## src/rtl/bbx_pkg.sv

```systemverilog
package bbx_pkg;
  typedef enum logic [2:0] {
    S_IDLE = 3'd0,
    S_ZP   = 3'd1,
    S_OFS  = 3'd2,
    S_BIT  = 3'd3,
    S_TAKE = 3'd4
  } seq_state_t;
endpackage

```

## src/rtl/bbx_bit_test.sv

```systemverilog
module bbx_bit_test #(
  parameter int DW    = 8,
  parameter int IDX_W = $clog2(DW)
) (
  input  logic [DW-1:0]    data,
  input  logic [IDX_W-1:0] idx,
  input  logic             want_set,
  output logic             hit
);
  logic [DW-1:0] match;

  generate
    for (genvar i = 0; i < DW; i++) begin : g_lane
      assign match[i] = (idx == IDX_W'(i)) && (data[i] == want_set);
    end
  endgenerate

  assign hit = |match;

  always_comb begin
    assert ($onehot0(match)) else $error("assert_single_lane_R3");
  end
endmodule

```

## src/rtl/bbx_target.sv

```systemverilog
module bbx_target #(
  parameter int AW = 16,
  parameter int DW = 8
) (
  input  logic [AW-1:0] base,
  input  logic [DW-1:0] disp,
  output logic [AW-1:0] target
);
  logic [AW-1:0] disp_ext;

  assign disp_ext = {{(AW-DW){disp[DW-1]}}, disp};
  assign target   = base + disp_ext;
endmodule

```

## src/rtl/bbx_branch_seq.sv

```systemverilog
module bbx_branch_seq
  import bbx_pkg::*;
#(
  parameter int AW      = 16,
  parameter int DW      = 8,
  parameter int IDX_LSB = 4,
  parameter int POL_BIT = 7
) (
  input  logic          clk,
  input  logic          rst,
  input  logic          start,
  input  logic [7:0]    opcode,
  input  logic [AW-1:0] pc_in,
  input  logic [DW-1:0] mem_rdata,
  output logic [AW-1:0] mem_addr,
  output logic          mem_rd,
  output logic          busy,
  output logic          done,
  output logic          taken,
  output logic [AW-1:0] pc_out
);
  localparam int IDX_W = $clog2(DW);
  localparam logic [AW-1:0] STEP1 = AW'(1);
  localparam logic [AW-1:0] STEP2 = AW'(2);

  seq_state_t        state;
  logic [IDX_W-1:0]  idx_q;
  logic              pol_q;
  logic [AW-1:0]     pc_q;
  logic [DW-1:0]     zp_q;
  logic [DW-1:0]     disp_q;
  logic [AW-1:0]     tgt_q;
  logic [AW-1:0]     fall_pc;
  logic [AW-1:0]     jump_pc;
  logic              bit_hit;

  assign fall_pc = pc_q + STEP2;

  bbx_bit_test #(.DW(DW), .IDX_W(IDX_W)) u_test (
    .data     (mem_rdata),
    .idx      (idx_q),
    .want_set (pol_q),
    .hit      (bit_hit)
  );

  bbx_target #(.AW(AW), .DW(DW)) u_tgt (
    .base   (fall_pc),
    .disp   (disp_q),
    .target (jump_pc)
  );

  always_ff @(posedge clk) begin
    if (rst) begin
      state    <= S_IDLE;
      idx_q    <= '0;
      pol_q    <= 1'b0;
      pc_q     <= '0;
      zp_q     <= '0;
      disp_q   <= '0;
      tgt_q    <= '0;
      mem_addr <= '0;
      mem_rd   <= 1'b0;
      busy     <= 1'b0;
      done     <= 1'b0;
      taken    <= 1'b0;
      pc_out   <= '0;
    end else begin
      done  <= 1'b0;
      taken <= 1'b0;
      unique case (state)
        S_IDLE: begin
          if (start) begin
            idx_q    <= opcode[IDX_LSB +: IDX_W];
            pol_q    <= opcode[POL_BIT];
            pc_q     <= pc_in;
            mem_addr <= pc_in;
            mem_rd   <= 1'b1;
            busy     <= 1'b1;
            state    <= S_ZP;
          end
        end
        S_ZP: begin
          zp_q     <= mem_rdata;
          mem_addr <= pc_q + STEP1;
          state    <= S_OFS;
        end
        S_OFS: begin
          disp_q   <= mem_rdata;
          mem_addr <= {{(AW-DW){1'b0}}, zp_q};
          state    <= S_BIT;
        end
        S_BIT: begin
          mem_rd <= 1'b0;
          if (bit_hit) begin
            tgt_q <= jump_pc;
            state <= S_TAKE;
          end else begin
            pc_out <= fall_pc;
            done   <= 1'b1;
            busy   <= 1'b0;
            state  <= S_IDLE;
          end
        end
        S_TAKE: begin
          pc_out <= tgt_q;
          done   <= 1'b1;
          taken  <= 1'b1;
          busy   <= 1'b0;
          state  <= S_IDLE;
        end
        default: state <= S_IDLE;
      endcase
    end
  end

  // Checker-side cycle counter for the latency window
  logic [2:0] lat_cnt;
  always_ff @(posedge clk) begin
    if (rst)                 lat_cnt <= '0;
    else if (!busy && start) lat_cnt <= '0;
    else if (busy)           lat_cnt <= lat_cnt + 3'd1;
  end

  assert_latency_R6: assert property (@(posedge clk) disable iff (rst)
    done |-> (lat_cnt == (taken ? 3'd4 : 3'd3)));

  assert_done_pulse_R7: assert property (@(posedge clk) disable iff (rst)
    done |=> !done);

  assert_taken_with_done_R7: assert property (@(posedge clk) disable iff (rst)
    taken |-> done);

  assert_busy_done_excl_R7: assert property (@(posedge clk) disable iff (rst)
    done |-> !busy);

  assert_read_in_busy_R2: assert property (@(posedge clk) disable iff (rst)
    mem_rd |-> busy);

  assert_busy_from_start_R8: assert property (@(posedge clk) disable iff (rst)
    $rose(busy) |-> $past(start));

  assert_pc_hold_R9: assert property (@(posedge clk) disable iff (rst)
    !done |-> $stable(pc_out));
endmodule

```

## config.mk

```make
export PLATFORM = sky130hd
export DESIGN_NAME = bbx_branch_seq
export DESIGN_NICKNAME = d
export VERILOG_FILES = /design/src/rtl/bbx_pkg.sv /design/src/rtl/bbx_bit_test.sv /design/src/rtl/bbx_target.sv /design/src/rtl/bbx_branch_seq.sv
export SDC_FILE = /design/constraint.sdc
export NUM_CORES = 1
export LEC_CHECK = 0
export BUFFER_PORTS_ARGS = -buffer_cell sky130_fd_sc_hd__buf_2
export CORE_ASPECT_RATIO = 1.5
export CORE_MARGIN = 4
export CORE_UTILIZATION = 60
export CTS_CLUSTER_DIAMETER = 60
export CTS_CLUSTER_SIZE = 25
export DETAILED_ROUTE_END_ITERATION = 6
export PLACE_DENSITY_LB_ADDON = 0.15
export SLEW_MARGIN = 20
export SYNTH_ARGS = -nofsm -noshare
export SYNTH_HDL_FRONTEND = slang
export SYNTH_SLANG_ARGS = --single-unit
```

## constraint.sdc

```tcl
create_clock -name clk -period 4.65 [get_ports clk]
set_input_delay 0.2325 -clock clk [delete_from_list [all_inputs] [get_ports clk]]
set_output_delay 0.2325 -clock clk [all_outputs]
set_load 0.01 [all_outputs]
```

==> results of run 1 <==
cell usage after synthesis (all sizes together) (3+ instances only):
library cell | instances | area share [%]
xnor2 | 21 | 3.8
a21o | 11 | 1.7
nor2 | 44 | 3.4
a21oi | 63 | 6.5
o21ai | 19 | 1.9
and3 | 5 | 0.64
dfxtp | 91 | 37
a221oi | 15 | 3.1
a31oi | 4 | 0.51
a211oi | 11 | 1.7
and2 | 3 | 0.38
nor3 | 7 | 0.72
clkbuf | 35 | 2.7
nand2 | 124 | 9.7
buf | 5 | 0.82
nand4 | 11 | 1.4
or3 | 3 | 0.38
a211o | 3 | 0.54
nand3 | 12 | 1.2
nand2b | 3 | 0.54
o21a | 3 | 0.46
inv | 9 | 0.69
ha | 20 | 5.1
o211ai | 6 | 0.92
o31a | 3 | 0.54
xor2 | 17 | 3.1
o22ai | 11 | 1.4
mux2i | 18 | 3.7
cells in the final DEF (no fill, tap or decap), drive strengths merged, types with 2 or more instances in the layout:
master,count
xor2,17
and3,5
mux2i,18
bufinv,2
nand4,11
nand2,124
ha,20
nand3,12
o211ai,6
or3,3
a211o,3
nand2b,3
nand3b,2
a221oi,15
and4,2
a21o,11
o21a,3
o21bai,2
a21oi,63
a31oi,4
xnor2,21
and2,3
o22ai,11
o31a,3
inv,9
o22a,2
or4,2
clkbuf,12
nor2,44
o21ai,19
dfxtp,91
buf,72
nor3,7
a211oi,11
worst max path at each step:
stage | from | end | slack (ps) | cells past startpoint
3_3_place_gp | pc_q[1]$_SDFFE_PP0P_ | tgt_q[14]$_SDFFE_PP0P_ | 1400 | 11
6_report | pc_q[1]$_SDFFE_PP0P_ | tgt_q[14]$_SDFFE_PP0P_ | 1070 | 11
5_1_grt | pc_q[1]$_SDFFE_PP0P_ | tgt_q[14]$_SDFFE_PP0P_ | 830 | 11
3_5_place_dp | pc_q[1]$_SDFFE_PP0P_ | tgt_q[14]$_SDFFE_PP0P_ | 1220 | 11
2_1_floorplan | pc_q[2]$_SDFFE_PP0P_ | tgt_q[11]$_SDFFE_PP0P_ | 1820 | 12
4_1_cts | pc_q[1]$_SDFFE_PP0P_ | tgt_q[14]$_SDFFE_PP0P_ | 1140 | 11
state kept, by name, indices dropped and copies added (netlist names):
register,count
taken,1
pc_q,16
pc_out,16
mem_addr,16
disp_q,8
busy,1
pol_q,1
mem_rd,1
done,1
zp_q,8
tgt_q,16
idx_q,3
state,3
worst max-delay path: stages, from the launching register on:
cell,delay (ps)
dfxtp_1,430
ha_1,280
and4_1,420
nand2_1,110
xnor2_1,190
ha_1,450
and3_1,250
o211ai_1,110
o21ai_0,600
a31oi_1,230
xor2_1,200
a211oi_1,230
per-layer routing:
layer,part of all wire (%),up-vias
met5,0,-
met4,3.3,0
met3,5.8,36
met2,51,151
met1,39,2109
li1,-,2219
final cells by class:
type,count,area (µm²)
fill,677,2409
timing repair buffer,72,375.4
clock inverter,4,72.57
inverter,9,33.78
sequential,91,1822
tap,105,131.4
multi-input combinational,462,2858
clock buffer,12,256.5
stage by stage:
step	util, %	power [mW]	area, µm²	instances
6_report	69.73	2.049	5549	755
5_1_grt	69.73	2.139	5549	755
4_1_cts	69.73	2.055	5549	755
3_5_place_dp	65.60	1.255	5220	739
3_3_place_gp	65.60	1.243	5220	739
2_1_floorplan	-	1.144	4880	602
kinds of logic after synthesis:
kind of cell	count (synthesis)	share of synthesized area (%)
AO/OA/AOI/OAI	163	21.74
XOR/XNOR	39	7.308
adder cells (fa/ha/maj)	21	5.538
buffers and inverters	49	4.205
flip-flops	91	37.33
multiplexers	19	4.154
AND/OR/NAND/NOR	220	19.72
power groups by stage:
stage	combinational, mW	clock, mW	sequential [mW]
2_1_floorplan	0.254	0	0.891
3_3_place_gp	0.346	0	0.897
6_report	0.361	0.804	0.884
5_1_grt	0.403	0.845	0.892
4_1_cts	0.359	0.812	0.884
3_5_place_dp	0.355	0	0.900
==> results_dict.tcl, run 1 <==
set metrics [dict create \
    outcome "finished clean" \
    hpwlAfterDp_um 8768 \
    worstSkewPairLatency_ps 350 \
    p_seq_share_pct 43.2 \
    grt_use_met1_pct 31.40 \
    synth_edf_count 0 \
    p_leak_nw 2.480 \
    yosysSeqAreaShare_pct 37.33 \
    rows 40 \
    whs_ps 123.6 \
    clk_path_buf_depth 2 \
    worst_ep_required_time_ps 4910 \
    grt_setup_unrepaired "no" \
    critPathKind "reg -> reg" \
    startpoint_type "flop" \
    setup_tns_ps 0 \
    crit_fanout 9 \
    start_util_pct 61.32 \
    cts_tree "built" \
    synth-main-ff-cell "dfxtp_1" \
    setup_slack_ps 1065 \
    worstRegToRegCells 11 \
    antenna_found_initial 0 \
    min_period_ps 3585 \
    grt-busiest-layer "met2" \
    power_switching_mw 0.5747 \
    ys_seq_elements 91 \
    postCtsHoldBufs 0 \
    n_antenna_cell 0 \
    met2_usage_pct 46.07 \
    grt_overflow 0 \
    arrival_ps 3850 \
    cts-root-buf "clkbuf_16" \
    r2r_start "pc_q[1]$_SDFFE_PP0P_" \
    drt_iter0_drc 217 \
    finalCritPeriodShare_pct 77.10 \
    grt_max_degree 67 \
    io_pins 71 \
    post-cts-setup-buffers 0 \
    min_to "idx_q[1]$_SDFFE_PP0P_" \
    fmax_mhz 278.9 \
    comb_power_share_pct 17.6 \
    h-tree-depth 3 \
    clk_pin_slew_worst_paths_ps 60 \
    area_growth_pct 13.72 \
    post_cts_resized 0 \
    peakVddDrop_v 0.0002360 \
    async_reset_ff_share_pct 0 \
    clkPwrFrac_pct 39.3 \
    cap_viol_max_count 0 \
    syn-cell-area_um2 4880 \
    gp_congestion 0.8845 \
    setup_viol 0 \
    drive_gt1_share_pct 14.46 \
    dr.pass1.iters 4 \
    final_nets 701 \
    ys_warn_count 0 \
    final_hold_viol_count 0 \
    skew_ps 6.849 \
    switching_share_pct 28.04 \
    portBuffers 66 \
    hold_start "opcode[5]" \
    coreArea_um2 7958 \
    place_ws_ps 1225 \
    viasPerCell 5.980 \
    dieHeight_um 118.5 \
    met3_usage_pct 5.793 \
    grtUsageTotal_pct 27.19 \
    routedWlPerCell_um 16.44 \
    die_x_um 81.64 \
    clock-sinks 91 \
    internal-power_mw 1.475 \
    vias 4515 \
    ant_nets 0 \
    synth_cell_types 55 \
    maxSlewHeadroom_pct 34.44 \
    drc 0 \
    grt_pass1_wl_um 20640 \
    whs_path_depth 3 \
    hold_class "in -> reg" \
    worst_setup_path_end_kind "flop" \
    grt_pass1_vias 4466 \
    r2r_slack_ps 1070 \
    worst_pin_slew_ps 979.7 \
    powerDensity_nw_per_um2 369.3 \
    finalMaxSlewViolations 0 \
    syn_nets 658 \
    die_area_um2 9670 \
    synth.avg_cell_area_um2 8.106 \
    r2r_end "tgt_q[14]$_SDFFE_PP0P_" \
    postRouteWirelength_um 12410 \
    cts_buffers 9 \
    synthCells 602 \
]
No activity file was read; power rests on OpenSTA's default activity.
==> inputs of run 2 (changes only) <==
--- a/config.mk
+++ b/config.mk
@@ -5,10 +5,11 @@
 export SDC_FILE = /design/constraint.sdc
 export NUM_CORES = 1
 export LEC_CHECK = 0
+export ABC_AREA = 1
 export BUFFER_PORTS_ARGS = -buffer_cell sky130_fd_sc_hd__buf_2
 export CORE_ASPECT_RATIO = 1.5
 export CORE_MARGIN = 4
-export CORE_UTILIZATION = 60
+export CORE_UTILIZATION = 58
 export CTS_CLUSTER_DIAMETER = 60
 export CTS_CLUSTER_SIZE = 25
 export DETAILED_ROUTE_END_ITERATION = 6
==> constraint.sdc (replaced) <==
create_clock -name clk -period 3.55 [get_ports clk]
set_input_delay 0.1775 -clock clk [delete_from_list [all_inputs] [get_ports clk]]
set_output_delay 0.1775 -clock clk [all_outputs]
set_load 0.01 [all_outputs]
==> run 2 against run 1 <==
Net effect: critical path depth increased by 5; total power increased by 40%; via count increased by 12%; routed wire length increased by 5.3%.
==> results_dict.tcl, run 2 <==
set metrics [dict create \
    outcome "finished clean" \
    async_reset_ff_share_pct 0 \
    powerDensity_nw_per_um2 490.2 \
    clk_pin_slew_worst_paths_ps 70 \
    grtUsageTotal_pct 25.05 \
    antenna_found_initial 0 \
    syn-cell-area_um2 5209 \
    post-cts-setup-buffers 0 \
    setup_viol 0 \
    grt_pass1_wl_um 21670 \
    placedCellCount 919 \
    die_x_um 85.38 \
    hold_class "in -> reg" \
    dieHeight_um 124.1 \
    synth.avg_cell_area_um2 6.765 \
    critPathMaxStageDelay_ps 430 \
    yosysTopAreaCell "dfxtp_1" \
    syn_nets 826 \
    synth_cell_types 42 \
    finalMaxSlewViolations 0 \
    whs_path_depth 3 \
    cts-root-buf "clkbuf_16" \
    cts_tree "built" \
    clk_path_buf_depth 2 \
    viasPerCell 5.405 \
    portBuffers 66 \
    area_growth_pct 12.54 \
    start_util_pct 59.35 \
    worst_setup_path_end_kind "flop" \
    arrival_ps 3030 \
    cap_viol_max_count 0 \
    peakVddDrop_v 0.0003645 \
    grt_setup_unrepaired "no" \
    n_antenna_cell 0 \
    final_nets 876 \
    synthCells 770 \
    maxSlewHeadroom_pct 51.39 \
    fmax_mhz 357.7 \
    vias 5054 \
    worstRegToRegCells 16 \
    post_cts_resized 0 \
    setup_tns_ps 0 \
    fin_util_pct 66.80 \
    die_area_um2 10590 \
    skew_ps 9.888 \
    worstPathCellList "ha_1, nand3_1, nor2_2, nand2_1, inv_1, nand2_1, and2_1, ha_1, nand2_1, nor2_1, and2_1, nand2_1, nand2_1, nor2_1, nor2_1, nor2_1" \
    grt_pass1_vias 4888 \
    ant_nets 0 \
    finalCritPeriodShare_pct 78.75 \
    io_pins 71 \
    crit_fanout 6 \
    p_leak_nw 2.774 \
    grt_overflow 0 \
    total_power_mw 2.873 \
    startpoint_type "flop" \
    yosysSeqAreaShare_pct 34.97 \
    clock-sinks 91 \
    layout_commonest_cell "nand2_1" \
    worst_ep_required_time_ps 3790 \
    drt_iter0_drc 250 \
    synth_top_area_share_pct 34.97 \
    worstSkewPairLatency_ps 350 \
    postRouteWirelength_um 13060 \
    drive_gt1_share_pct 14.91 \
    synth-main-ff-cell "dfxtp_1" \
    rows 42 \
    yosys-top-cells-area "dfxtp_1 35%, nand2_1 14%, a21oi_1 8.0%, o21ai_0 7.6%, inv_1 5.5%" \
    dr.pass1.iters 6 \
    worst_pin_slew_ps 729.2 \
    ys_warn_count 0 \
    cts_buffers 9 \
    final_hold_viol_count 0 \
    critical_path.most_common_cell "nand2_1" \
    drc 0 \
    h-tree-depth 3 \
    slowest_stage "dfxtp_1" \
    layout.cells.non_filler 935 \
    ys_seq_elements 91 \
    layout_common_cells "189 x nand2_1, 91 x dfxtp_1, 83 x a21oi_1" \
    min_period_ps 2796 \
    gp_congestion 0.9483 \
    hpwlAfterDp_um 9665 \
    postCtsHoldBufs 0 \
    yosys-top-cells-count "189 x nand2_1, 91 x dfxtp_1, 83 x a21oi_1" \
    synth_edf_count 0 \
    grt_max_degree 44 \
    coreArea_um2 8776 \
    routedWlPerCell_um 13.97 \
    yosysMostFrequentCell "nand2_1" \
    critPathKind "reg -> reg" \
]
[run 2: cell types whose count changed after synthesis, moves of 18 or more]
cell     change
inv_1       +68
nand2_1     +66
o21ai_0     +60
nand3_1     +41
a21oi_1     +20
mux2i_1     -18
nor2_1      +18
xnor2_1     -18
[run 2: logic make-up after synthesis]
family,after synthesis,share of synthesized area [%]
AO/OA/AOI/OAI,191,19.89
XOR/XNOR,16,2.690
adder cells (fa/ha/maj),21,5.189
buffers and inverters,110,8.936
flip-flops,91,34.97
AND/OR/NAND/NOR,341,28.32
[run 2: path summary, 6_finish.rpt]
path / start / to / slack (ps)
worst max-delay path: pc_q[1]$_SDFFE_PP0P_ / tgt_q[14]$_SDFFE_PP0P_ / 750
worst min-delay path: pc_in[2] / pc_q[2]$_SDFFE_PP0P_ / 90
worst max register to register: pc_q[1]$_SDFFE_PP0P_ / tgt_q[14]$_SDFFE_PP0P_ / 750
worst min register to register: busy$_SDFFE_PP0P_ / busy$_SDFFE_PP0P_ / 450
[run 2: layer usage]
layer	share of wire, %	track usage (%)	vias to the layer above
met5	0	0	-
met4	3.0	11.78	0
met3	4.1	2.383	32
met2	50	45.72	144
met1	43	29.21	2257
li1	-	-	2621
[run 2: metrics by stage]
step	instance area, µm²	hold WS (ps)	worst slack (ps)
2_1_floorplan	5209	312.4	1202
3_3_place_gp	5537	429.9	848.1
3_5_place_dp	5537	442.8	813.3
4_1_cts	5862	89.16	781.5
5_1_grt	5862	104.7	428.1
6_report	5862	87.10	754.5
[run 2: final cells by class]
type | count | area, µm²
Clock buffer | 11 | 242.7
Clock inverter | 5 | 82.58
Fill cell | 816 | 2914
Inverter | 80 | 302.8
Multi-Input combinational cell | 569 | 2922
Sequential cell | 91 | 1822
Tap cell | 110 | 137.6
Timing Repair Buffer | 69 | 352.8
[run 2: worst max-delay path, delay by kind of cell (launching register included)]
kind          cells  cell delay, ps
fa+ha+maj         2             610
flops             1             430
simple gates     13            1520
buf+inv           1             110
[run 2: where the power goes]
| group | internal, mW | total [mW] | leakage, nW | switching [mW] |
|---|---|---|---|---|
| Clock | 0.640 | 1.06 | 0.161 | 0.416 |
| Sequential | 1.12 | 1.19 | 0.745 | 0.0708 |
| Combinational | 0.219 | 0.630 | 1.87 | 0.411 |
| Total | 1.98 | 2.87 | 2.77 | 0.898 |
